**config.mk**
```make
export PLATFORM = sky130hd
export DESIGN_NAME = rx_pattern_sync
export DESIGN_NICKNAME = d
export VERILOG_FILES = /design/src/rtl/rps_pkg.sv /design/src/rtl/rps_pattern_gen.sv /design/src/rtl/rps_err_window.sv /design/src/rtl/rps_acq_fsm.sv /design/src/rtl/rx_pattern_sync.sv
export SDC_FILE = /design/constraint.sdc
export NUM_CORES = 1
export LEC_CHECK = 0
export ABC_AREA = 1
export BUFFER_PORTS_ARGS = -buffer_cell sky130_fd_sc_hd__buf_2
export CAP_MARGIN = 20
export CELL_PAD_IN_SITES_DETAIL_PLACEMENT = 1
export CELL_PAD_IN_SITES_GLOBAL_PLACEMENT = 2
export CORE_MARGIN = 5
export CORE_UTILIZATION = 30
export DETAILED_ROUTE_END_ITERATION = 8
export HOLD_SLACK_MARGIN = 0.15
export PLACE_DENSITY = 0.78
export SETUP_SLACK_MARGIN = 0.2
export SLEW_MARGIN = 15
export SYNTH_ARGS = -nofsm -noshare
export SYNTH_HDL_FRONTEND = slang
export SYNTH_SLANG_ARGS = --single-unit
```
**constraint.sdc**
```tcl
create_clock -name clk -period 6.15 [get_ports clk]
set_clock_uncertainty 0.2 [all_clocks]
set_input_delay 1.23 -clock clk [delete_from_list [all_inputs] [get_ports clk]]
set_output_delay 1.23 -clock clk [all_outputs]
set_load 0.05 [all_outputs]
```
**src/rtl/rps_pkg.sv**
```systemverilog
package rps_pkg;

  localparam int PAT_W      = 32;
  localparam int TAP_W      = $clog2(PAT_W);
  localparam int QRSS_TAP_A = 17;
  localparam int QRSS_TAP_B = 20;
  localparam int QRSS_ZRUN  = 14;

  typedef enum logic [1:0] {
    ST_LOAD   = 2'd0,
    ST_VERIFY = 2'd1,
    ST_SYNC   = 2'd2
  } acq_state_e;

  typedef struct packed {
    logic             rep_mode;
    logic             qrss;
    logic [TAP_W-1:0] tap_n;
    logic [TAP_W-1:0] tap_y;
    logic             auto_resync;
  } pat_cfg_t;

  // Feedback bit entering register bit 1, including the lockup escape.
  function automatic logic pat_feedback(input logic [PAT_W-1:0] r,
                                        input pat_cfg_t c);
    logic fb;
    logic escape_on;
    if (c.qrss)
      fb = r[QRSS_TAP_A-1] ^ r[QRSS_TAP_B-1];
    else if (c.rep_mode)
      fb = r[c.tap_n];
    else
      fb = r[c.tap_n] ^ r[c.tap_y];
    escape_on = c.qrss || !c.rep_mode;
    if (escape_on && (r[PAT_W-2:0] == '0))
      fb = 1'b1;
    return fb;
  endfunction

  // Generator output: the feedback, or 1 when QRSS sees a long zero run.
  function automatic logic pat_output(input logic [PAT_W-1:0] r,
                                      input logic fb,
                                      input pat_cfg_t c);
    if (c.qrss && (r[QRSS_ZRUN-1:0] == '0))
      return 1'b1;
    return fb;
  endfunction

endpackage

```
**src/rtl/rps_pattern_gen.sv**
```systemverilog
module rps_pattern_gen
  import rps_pkg::*;
(
  input  logic             clk,
  input  logic             rst_n,
  input  logic             shift_en,
  input  logic             take_input,
  input  logic             bit_in,
  input  pat_cfg_t         cfg,
  output logic             gen_fb,
  output logic             gen_out,
  output logic [PAT_W-1:0] gen_reg
);

  logic next_in;

  always_comb begin
    gen_fb  = pat_feedback(gen_reg, cfg);
    gen_out = pat_output(gen_reg, gen_fb, cfg);
    next_in = take_input ? bit_in : gen_fb;
  end

  always_ff @(posedge clk) begin
    if (!rst_n)
      gen_reg <= '0;
    else if (shift_en)
      gen_reg <= {gen_reg[PAT_W-2:0], next_in};
  end

  // QRSS zero run forces a one at the output
  a_r7_qrss_force: assert property (@(posedge clk) disable iff (!rst_n)
    (cfg.qrss && gen_reg[QRSS_ZRUN-1:0] == '0) |-> gen_out);

  // lockup escape in the sequence modes
  a_r8_lockup_escape: assert property (@(posedge clk) disable iff (!rst_n)
    ((cfg.qrss || !cfg.rep_mode) && gen_reg[PAT_W-2:0] == '0) |-> gen_fb);

  // a shift while loading copies the received bit into bit 1
  a_r3_load_copies: assert property (@(posedge clk) disable iff (!rst_n)
    (shift_en && take_input) |=> gen_reg[0] == $past(bit_in));

endmodule

```
**src/rtl/rps_err_window.sv**
```systemverilog
module rps_err_window #(
  parameter int WIN    = 64,
  parameter int THRESH = 6,
  localparam int CNT_W = $clog2(WIN + 1)
) (
  input  logic             clk,
  input  logic             rst_n,
  input  logic             clear,
  input  logic             shift_en,
  input  logic             err_in,
  output logic [CNT_W-1:0] err_count,
  output logic             loss
);

  logic [WIN-1:0]   hist;
  logic [CNT_W-1:0] cnt_next;

  always_comb begin
    cnt_next = err_count + CNT_W'(err_in) - CNT_W'(hist[WIN-1]);
    loss     = shift_en && (cnt_next >= CNT_W'(THRESH));
  end

  always_ff @(posedge clk) begin
    if (!rst_n || clear) begin
      hist      <= '0;
      err_count <= '0;
    end else if (shift_en) begin
      hist      <= {hist[WIN-2:0], err_in};
      err_count <= cnt_next;
    end
  end

  // running count always equals the ones held in the history
  a_r10_count_matches: assert property (@(posedge clk) disable iff (!rst_n)
    err_count == CNT_W'($countones(hist)));

endmodule

```
**src/rtl/rps_acq_fsm.sv**
```systemverilog
module rps_acq_fsm
  import rps_pkg::*;
#(
  parameter int LEN = PAT_W,
  localparam int CNT_W = $clog2(LEN)
) (
  input  logic       clk,
  input  logic       rst_n,
  input  logic       restart,
  input  logic       valid,
  input  logic       mismatch,
  input  logic       loss,
  input  logic       auto_resync,
  output acq_state_e state,
  output logic       load_phase,
  output logic       in_sync,
  output logic       bit_err,
  output logic       win_shift,
  output logic       win_clear
);

  logic [CNT_W-1:0] cnt;
  logic             cnt_last;

  always_comb begin
    cnt_last   = (cnt == CNT_W'(LEN - 1));
    load_phase = (state == ST_LOAD);
    in_sync    = (state == ST_SYNC);
    win_shift  = valid && in_sync && !restart;
    win_clear  = restart || !in_sync;
  end

  always_ff @(posedge clk) begin
    if (!rst_n) begin
      state   <= ST_LOAD;
      cnt     <= '0;
      bit_err <= 1'b0;
    end else if (restart) begin
      state   <= ST_LOAD;
      cnt     <= '0;
      bit_err <= 1'b0;
    end else if (valid) begin
      bit_err <= in_sync && mismatch;
      unique case (state)
        ST_LOAD: begin
          cnt <= cnt + 1'b1;
          if (cnt_last) begin
            state <= ST_VERIFY;
            cnt   <= '0;
          end
        end
        ST_VERIFY: begin
          if (mismatch) begin
            state <= ST_LOAD;
            cnt   <= '0;
          end else begin
            cnt <= cnt + 1'b1;
            if (cnt_last) begin
              state <= ST_SYNC;
              cnt   <= '0;
            end
          end
        end
        ST_SYNC: begin
          if (auto_resync && loss) begin
            state <= ST_LOAD;
            cnt   <= '0;
          end
        end
        default: begin
          state <= ST_LOAD;
          cnt   <= '0;
        end
      endcase
    end else begin
      bit_err <= 1'b0;
    end
  end

  // one mismatch while verifying goes back to loading
  a_r4_verify_miss_reloads: assert property (@(posedge clk) disable iff (!rst_n)
    (state == ST_VERIFY && valid && mismatch) |=> state == ST_LOAD);

  // no error flag unless the previous cycle was locked
  a_r9_err_only_locked: assert property (@(posedge clk) disable iff (!rst_n)
    (state != ST_SYNC) |=> !bit_err);

  // without auto resync only a restart leaves lock
  a_r11_hold_lock: assert property (@(posedge clk) disable iff (!rst_n)
    (in_sync && !auto_resync && !restart) |=> in_sync);

  // lock is entered only from the verify phase
  a_r3_sync_from_verify: assert property (@(posedge clk) disable iff (!rst_n)
    (!in_sync && !(state == ST_VERIFY && valid && !mismatch && cnt_last))
      |=> !in_sync);

endmodule

```
**src/rtl/rx_pattern_sync.sv**
```systemverilog
module rx_pattern_sync
  import rps_pkg::*;
#(
  parameter int WIN    = 64,
  parameter int THRESH = 6
) (
  input  logic             clk,
  input  logic             rst_n,
  input  logic             bit_in,
  input  logic             bit_valid,
  input  logic             cfg_rep_mode,
  input  logic             cfg_qrss,
  input  logic [TAP_W-1:0] cfg_tap_n,
  input  logic [TAP_W-1:0] cfg_tap_y,
  input  logic             cfg_auto_resync,
  input  logic             cfg_load,
  output logic             in_sync,
  output logic             bit_err
);

  localparam int CNT_W = $clog2(WIN + 1);

  pat_cfg_t         act_cfg;
  logic             load_q;
  logic             load_rise;
  logic             gen_fb;
  logic             gen_out;
  logic [PAT_W-1:0] gen_reg;
  logic             mismatch;
  logic             shift_en;
  logic             load_phase;
  logic             win_shift;
  logic             win_clear;
  logic             win_loss;
  logic [CNT_W-1:0] win_count;
  acq_state_e       state;

  always_comb begin
    load_rise = cfg_load && !load_q;
    shift_en  = bit_valid && !load_rise;
    mismatch  = bit_in ^ gen_out;
  end

  always_ff @(posedge clk) begin
    if (!rst_n) begin
      load_q  <= 1'b0;
      act_cfg <= '0;
    end else begin
      load_q <= cfg_load;
      if (load_rise)
        act_cfg <= '{rep_mode:    cfg_rep_mode,
                     qrss:        cfg_qrss,
                     tap_n:       cfg_tap_n,
                     tap_y:       cfg_tap_y,
                     auto_resync: cfg_auto_resync};
    end
  end

  rps_pattern_gen u_gen (
    .clk        (clk),
    .rst_n      (rst_n),
    .shift_en   (shift_en),
    .take_input (load_phase),
    .bit_in     (bit_in),
    .cfg        (act_cfg),
    .gen_fb     (gen_fb),
    .gen_out    (gen_out),
    .gen_reg    (gen_reg)
  );

  rps_acq_fsm #(.LEN(PAT_W)) u_fsm (
    .clk         (clk),
    .rst_n       (rst_n),
    .restart     (load_rise),
    .valid       (bit_valid),
    .mismatch    (mismatch),
    .loss        (win_loss),
    .auto_resync (act_cfg.auto_resync),
    .state       (state),
    .load_phase  (load_phase),
    .in_sync     (in_sync),
    .bit_err     (bit_err),
    .win_shift   (win_shift),
    .win_clear   (win_clear)
  );

  rps_err_window #(.WIN(WIN), .THRESH(THRESH)) u_win (
    .clk       (clk),
    .rst_n     (rst_n),
    .clear     (win_clear),
    .shift_en  (win_shift),
    .err_in    (mismatch),
    .err_count (win_count),
    .loss      (win_loss)
  );

  // a load edge always leaves the block unlocked
  a_r2_load_restarts: assert property (@(posedge clk) disable iff (!rst_n)
    load_rise |=> !in_sync);

  // idle cycles keep generator and phase
  a_r12_idle_holds: assert property (@(posedge clk) disable iff (!rst_n)
    (!bit_valid && !load_rise) |=> ($stable(gen_reg) && $stable(state)));

  // reaching the threshold with auto resync drops lock
  a_r10_loss_drops: assert property (@(posedge clk) disable iff (!rst_n)
    (in_sync && act_cfg.auto_resync && win_loss && !load_rise) |=> !in_sync);

  // locked with auto resync the window never holds the threshold
  a_r10_count_below: assert property (@(posedge clk) disable iff (!rst_n)
    (in_sync && act_cfg.auto_resync) |-> win_count < CNT_W'(THRESH));

endmodule

```
==> metrics.txt, run 1 <==
status=finished clean; share of the synthesized area in the top cell type=44.58%; RePlAce Congestion=approximately 0.79; Worst Slack Setup Final=between 1.5 and 2 ns; Post-layout nets=between 800 and 900; pwr/cell area=slightly above 300 mW/mm2; Clk pin slew, worst setup/hold paths=roughly 0.060 ns; Tmin final=4.567 ns; Final Setup Violations=0; initial antenna violation count=0; total gr overflow=0; Worst Hold Class=register to register; Setup WS pre-CTS=around 1.6 ns; first-pass GRT wire length=25.17 mm; CTS Buf Count=17; Final period util=between 70 and 80%; top area cells in the synthesized netlist=dfxtp_1 45%, nand2_1 16%, a21oi_1 7.4%, nor2_1 6.3%, nand3_1 5.6%; full die area=about 0.022 mm2; critical path launch point=act_cfg[6]; CP most frequent cell=nand2_1; Critical path buffers and inverters=3; Worst EP arrival=~4.7 ns; Antenna Nets Post-Route=0; biggest area consumer among synthesized cells=dfxtp_1; Horiz. Die Dim=roughly 150 um; Max-slew headroom=a little over two fifths; Max H-tree Level=4; Async SR Flop Fraction=0%; Post-Syn Area=~0.0056 mm2; endpoint class of the critical path=register; Final Util=between 30% and 40%; fin. max-slew vios=0; layout cell share with drive strength beyond 1=about a tenth; final WL=around 15 mm; CTS tree=yes; Largest delay share family, worst path=simple AND/OR/NAND/NOR gates; max cap viols=0; via-per-instance ratio=~4.8; CP Class=register to register; Initial Util=between 30% and 40%; hold violation count in the final report=0; Post-route DRC=0; max FFs per register=64; worst path required time=around 6.3 ns; io pins=20; Syn-to-layout area delta=14.31%; vias in the first global route=around 5100; IO Port Bufs=19; Synth Register Bits=125; hold_buf cts=0; post-synthesis cell type count=34; max incr delay on CP=about 0.80 ns; vias=about 5000; initial DRC count=254; GRT Util Overall=14.08%; Final TNS setup=0 ns; Critical Path Source Type=register; core area=0.01858 mm2; top_reg_cell synth=dfxtp_1; RSZ-0062 raised after global routing=no; largest net degree at the start of global routing=66; Post-synth EDFFs=0; Cells after Synth=800; actual slew at the worst max-slew pin=0.8589 ns; Peak supply drop=approximately 0.00018 V; filler-free cell count of the finished design=approximately 1000; slowest CP cell=dfxtp_1; Mapped Nets=between 800 and 900; Die H=~150 um; row count=50; Setup Buffers After CTS=0; r2r startpoint=act_cfg[6]; clk buf depth=2; leak pwr=2.481 nW; synth warn=0; sinks on the clock net=between 100 and 150; First-pass DRT Iterations=4; clock root cell=clkbuf_16; Final HPWL DP=between 9 and 10 mm; WL per Instance=between 10 and 15 um; fmax=between 200 and 250 MHz; sequential share of the synthesized area=44.58%; placed cell count=around 1000; CP max FO=17; total inserted antenna cells=0; Clk Latency, worst-skew pair=approximately 0.42 ns; Post-Syn Area per Cell=around 7 um2; Hold Slack=0.2603 ns; hold path startpoint=u_win.hist[21]; Resize count post-CTS=0
[cells by family after synthesis]
kind of cell / Yosys count / share of synthesized area (%)
compound gates: 142 / 13.24
buf+inv: 98 / 7.846
flops: 125 / 44.58
simple gates: 419 / 31.03
xor+xnor: 6 / 0.9362
fa+ha+maj: 10 / 2.363
[path summary, 6_finish.rpt]
kind              cells past startpoint             end  slack, ns
setup / recovery                     30  u_fsm.state[0]       1.58
hold / removal                        2  u_win.hist[21]       0.26
setup reg to reg                     30  u_fsm.state[0]       1.58
hold reg to reg                       2  u_win.hist[21]       0.26
[tightest hold or removal path, stage by stage, from the launching register on]
cell and delay, ns:
dfxtp_1 0.31, nand2_1 0.06, a21oi_1 0.05
[metrics by stage]
stage	power [W]	cell area, um2
floorplan	0.0009888	5613
CTS	0.002032	6416
global placement	0.001030	5827
finish	0.002001	6416
global route	0.002094	6416
detailed placement	0.001032	5827
[routing by layer]
metal	wire length [um]	track usage, %
met2	6581	22.42
met3	398	3.763
met4	165	4.092
met1	7364	18.80
met5	0	0
[layout make-up]
type                            count  area [um2]
Inverter                           55       219.0
Multi-Input combinational cell    577        2680
Fill cell                        2314       12160
Sequential cell                   125        2502
Clock inverter                     11       108.9
Tap cell                          234       292.8
Timing Repair Buffer               24       132.6
Clock buffer                       21       480.5
[report_power, final]
part	leakage (nW)	internal, W	switching [W]
logic	1.19	0.0000514	0.0000875
registers	1.02	0.000834	0.0000403
clock network	0.278	0.000601	0.000387
total	2.48	0.00149	0.000515
[cell usage after synthesis (2+ instances only)]
master and number:
nand2_1 237, nor4_1 4, o21ai_0 47, inv_1 47
clkbuf_1 27, inv_2 5, a211oi_1 7, nor2_1 94
nand3_2 5, nand2_2 4, nor3b_1 2, nand4_1 3
o211ai_1 3, or4_1 2, ha_1 9, buf_2 9
xor2_1 5, a21oi_1 83, dfxtp_1 125, nand3_1 63
buf_6 5, nor3_1 2
[cells in the final DEF, fill, tap and decap left out, drive strengths merged, types with 4 or more instances in the layout]
cell      count
a211oi        7
a21oi        84
o21ai        47
clkinv        6
buf          24
xor2          5
clkinvlp      4
nor2         95
nor4          5
nand2       241
ha            9
dfxtp       125
nand3        68
inv          55
clkbuf       21
No activity file was read; power rests on OpenSTA's default activity.
==> run 2: changes to the inputs <==
clock period = 4.4 ns   (was 6.15 ns; I/O delays follow)
==> run 2 against run 1 <==
Net effect:
- cell area is 2.7% higher
- combinational power grew 63%
- worst hold slack better by 0.00078 ns
- first-iteration DRC count increased by 2.0%
- via count rose by 0.76%
- core utilization is 0.95 points higher
- die area did not move
- register-to-register slack worse by 0.98 ns
- sequential power increased by 38%
- sequential cell count unchanged
==> metrics.txt, run 2 (synthesis gave the netlist of run 1 again) <==
status=finished clean (unchanged); total inserted antenna cells=0 (unchanged); fin. max-slew vios=0 (unchanged); most frequent cells in the layout=236 x nand2_1, 122 x dfxtp_1, 93 x nor2_1, 82 x a21oi_1, 63 x nand3_1 (was 236 x nand2_1, 125 x dfxtp_1, 93 x nor2_1, 83 x a21oi_1, 63 x nand3_1); Psw=0.0007739 W (was 0.0005148 W); via-per-instance ratio=4.765 (was 4.778); Int Power=0.002162 W (was 0.001486 W); full die area=0.02155 mm2 (unchanged); WL per Instance=14.10 um (was 13.86 um); Peak supply drop=0.0002673 V (was 0.0001835 V); clk buf depth=2 (unchanged); Worst Hold Class=register to register (unchanged); placed cell areas=0.005894 mm2 (was 0.005827 mm2); part of the power in combinational logic=7.7% (was 6.9%); clock root cell=clkbuf_16 (unchanged); FF+latch area=0.002514 mm2 (was 0.002502 mm2); hold path startpoint=u_win.hist[10] (was u_win.hist[21]); initial antenna violation count=0 (unchanged); Final Setup Violations=0 (unchanged); RePlAce Congestion=0.8166 (was 0.7899); core area=0.01858 mm2 (unchanged); io pins=20 (unchanged); vias in the first global route=4987 (was 5066); CTS tree=yes (unchanged); critical path launch point=u_gen.gen_reg[10] (was act_cfg[6]); Syn-to-layout area delta=17.45% (was 14.31%); total chip power=0.002936 W (was 0.002001 W); RSZ-0062 raised after global routing=no (unchanged); fmax=263.0 MHz (was 218.9 MHz); Tmin final=3.802 ns (was 4.567 ns); Final Util=35.48% (was 34.53%); final std cell area, no fill=0.006593 mm2 (was 0.006416 mm2); First-pass DRT Iterations=5 (was 4); max FFs per register=64 (unchanged); area of the multi-input gates=0.002708 mm2 (was 0.002680 mm2); Max-slew headroom=40.93% (was 42.54%); CP Class=register to register (unchanged); Horiz. Die Dim=146.8 um (unchanged); GRT Util Overall=14.11% (was 14.08%); r2r startpoint=u_gen.gen_reg[10] (was act_cfg[6]); most common cell after layout, fill and taps aside=nand2_1 (unchanged); IO Port Bufs=19 (unchanged); Final period util=86.40% (was 74.27%); vias=5041 (was 5003); placed cell count=1024 (was 1015); first-pass GRT wire length=25.08 mm (was 25.17 mm); endpoint class of the critical path=register (unchanged); clock power share=51.1% (was 49.4%); leak pwr=2.565 nW (was 2.481 nW); sinks on the clock net=125 (unchanged); Die H=146.8 um (unchanged); total gr overflow=0 (unchanged); Final TNS setup=0 ns (unchanged); CTS Buf Count=17 (unchanged); max cap viols=0 (unchanged); Max H-tree Level=4 (unchanged); Initial Util=30.21% (unchanged); worst path required time=4.53 ns (was 6.31 ns); initial DRC count=259 (was 254); Final HPWL DP=9.543 mm (was 9.305 mm); final WL=14.92 mm (was 14.51 mm); Post-layout nets=839 (was 828); fill cell count=2303 (was 2314); switching share of power=26.36% (was 25.72%); Antenna Nets Post-Route=0 (unchanged); Clk Latency, worst-skew pair=0.43 ns (was 0.42 ns); CP max FO=12 (was 17); hold violation count in the final report=0 (unchanged); pwr/cell area=445.3 mW/mm2 (was 311.9 mW/mm2); Critical Path Source Type=register (unchanged); largest net degree at the start of global routing=66 (unchanged); Seq pwr share=41.2% (was 43.7%); Clk pin slew, worst setup/hold paths=0.06 ns (about the same); Post-route DRC=0 (unchanged); filler-free cell count of the finished design=1058 (was 1047); actual slew at the worst max-slew pin=0.8829 ns (was 0.8589 ns); layout cell share with drive strength beyond 1=11.53% (was 9.471%); Worst EP arrival=3.93 ns (was 4.72 ns); row count=50 (unchanged)
[run 2: critical path, cell delays in order (launching register included)]
cell and delay (ns):
dfxtp_1 0.35, or4_1 0.55, nor4_4 0.24, nand3_1 0.20, nand3_2 0.11, nand2_1 0.06, nand2_2 0.07, inv_1 0.06
ha_1 0.21, fa_2 0.35, nand3_1 0.07, nand2_1 0.09, a21oi_2 0.13, nor2_1 0.05, nor2_1 0.10, xnor2_1 0.15
nand4_1 0.11, nand3_1 0.10, a21oi_2 0.05, buf_4 0.19, nor2_1 0.10, nor2_1 0.04, nand3_1 0.08, inv_1 0.04
[run 2: path summary, 6_finish.rpt]
path                         end  slack (ns)  depth (start not counted)
hold / removal    u_win.hist[10]        0.26                          2
setup reg to reg    u_fsm.cnt[1]        0.60                         23
setup / recovery    u_fsm.cnt[1]        0.60                         23
hold reg to reg   u_win.hist[10]        0.26                          2
[run 2: power groups by stage]
stage                     Sequential, W  Clock (W)  Combinational (W)
after global routing            0.00122    0.00159           0.000258
after global placement          0.00124          0           0.000215
final                           0.00121    0.00150           0.000226
after detailed placement        0.00123          0           0.000217
after floorplan                 0.00121          0           0.000169
after CTS                       0.00121    0.00154           0.000219
[run 2: final cells by class]
type	instances	share of cell area (%)
clock buffer	17	6.453
inverter	55	3.321
multi-input combinational	577	41.07
clock inverter	15	3.018
tap	234	4.441
sequential	125	38.13
timing repair buffer	35	3.568
[run 2: repair_timing]
action / CTS / global route
pin swaps: 0 / 1
buffers inserted: 0 / 2
hold buffers: 0 / 0
resized for setup: 1 / 15
setup endpoints to repair: 3 / 7
[run 2: per-stage QoR]
| step | setup WS, ns | hold WS (ns) |
|---|---|---|
| floorplan | 0.7856 | 0.2242 |
| global placement | 0.2337 | 0.2494 |
| detailed placement | 0.2121 | 0.2525 |
| CTS | 0.2226 | 0.2628 |
| global route | 0.2353 | 0.2726 |
| finish | 0.5982 | 0.2611 |
[run 2: metal layers]
| layer | up-vias | share of wire (%) | global-route usage (%) |
|---|---|---|---|
| met4 | 0 | 1.3 | 4.092 |
| met3 | 13 | 2.8 | 3.979 |
| met5 | - | 0 | 0 |
| li1 | 2610 | - | - |
| met1 | 2366 | 50 | 19.23 |
| met2 | 52 | 45 | 21.83 |
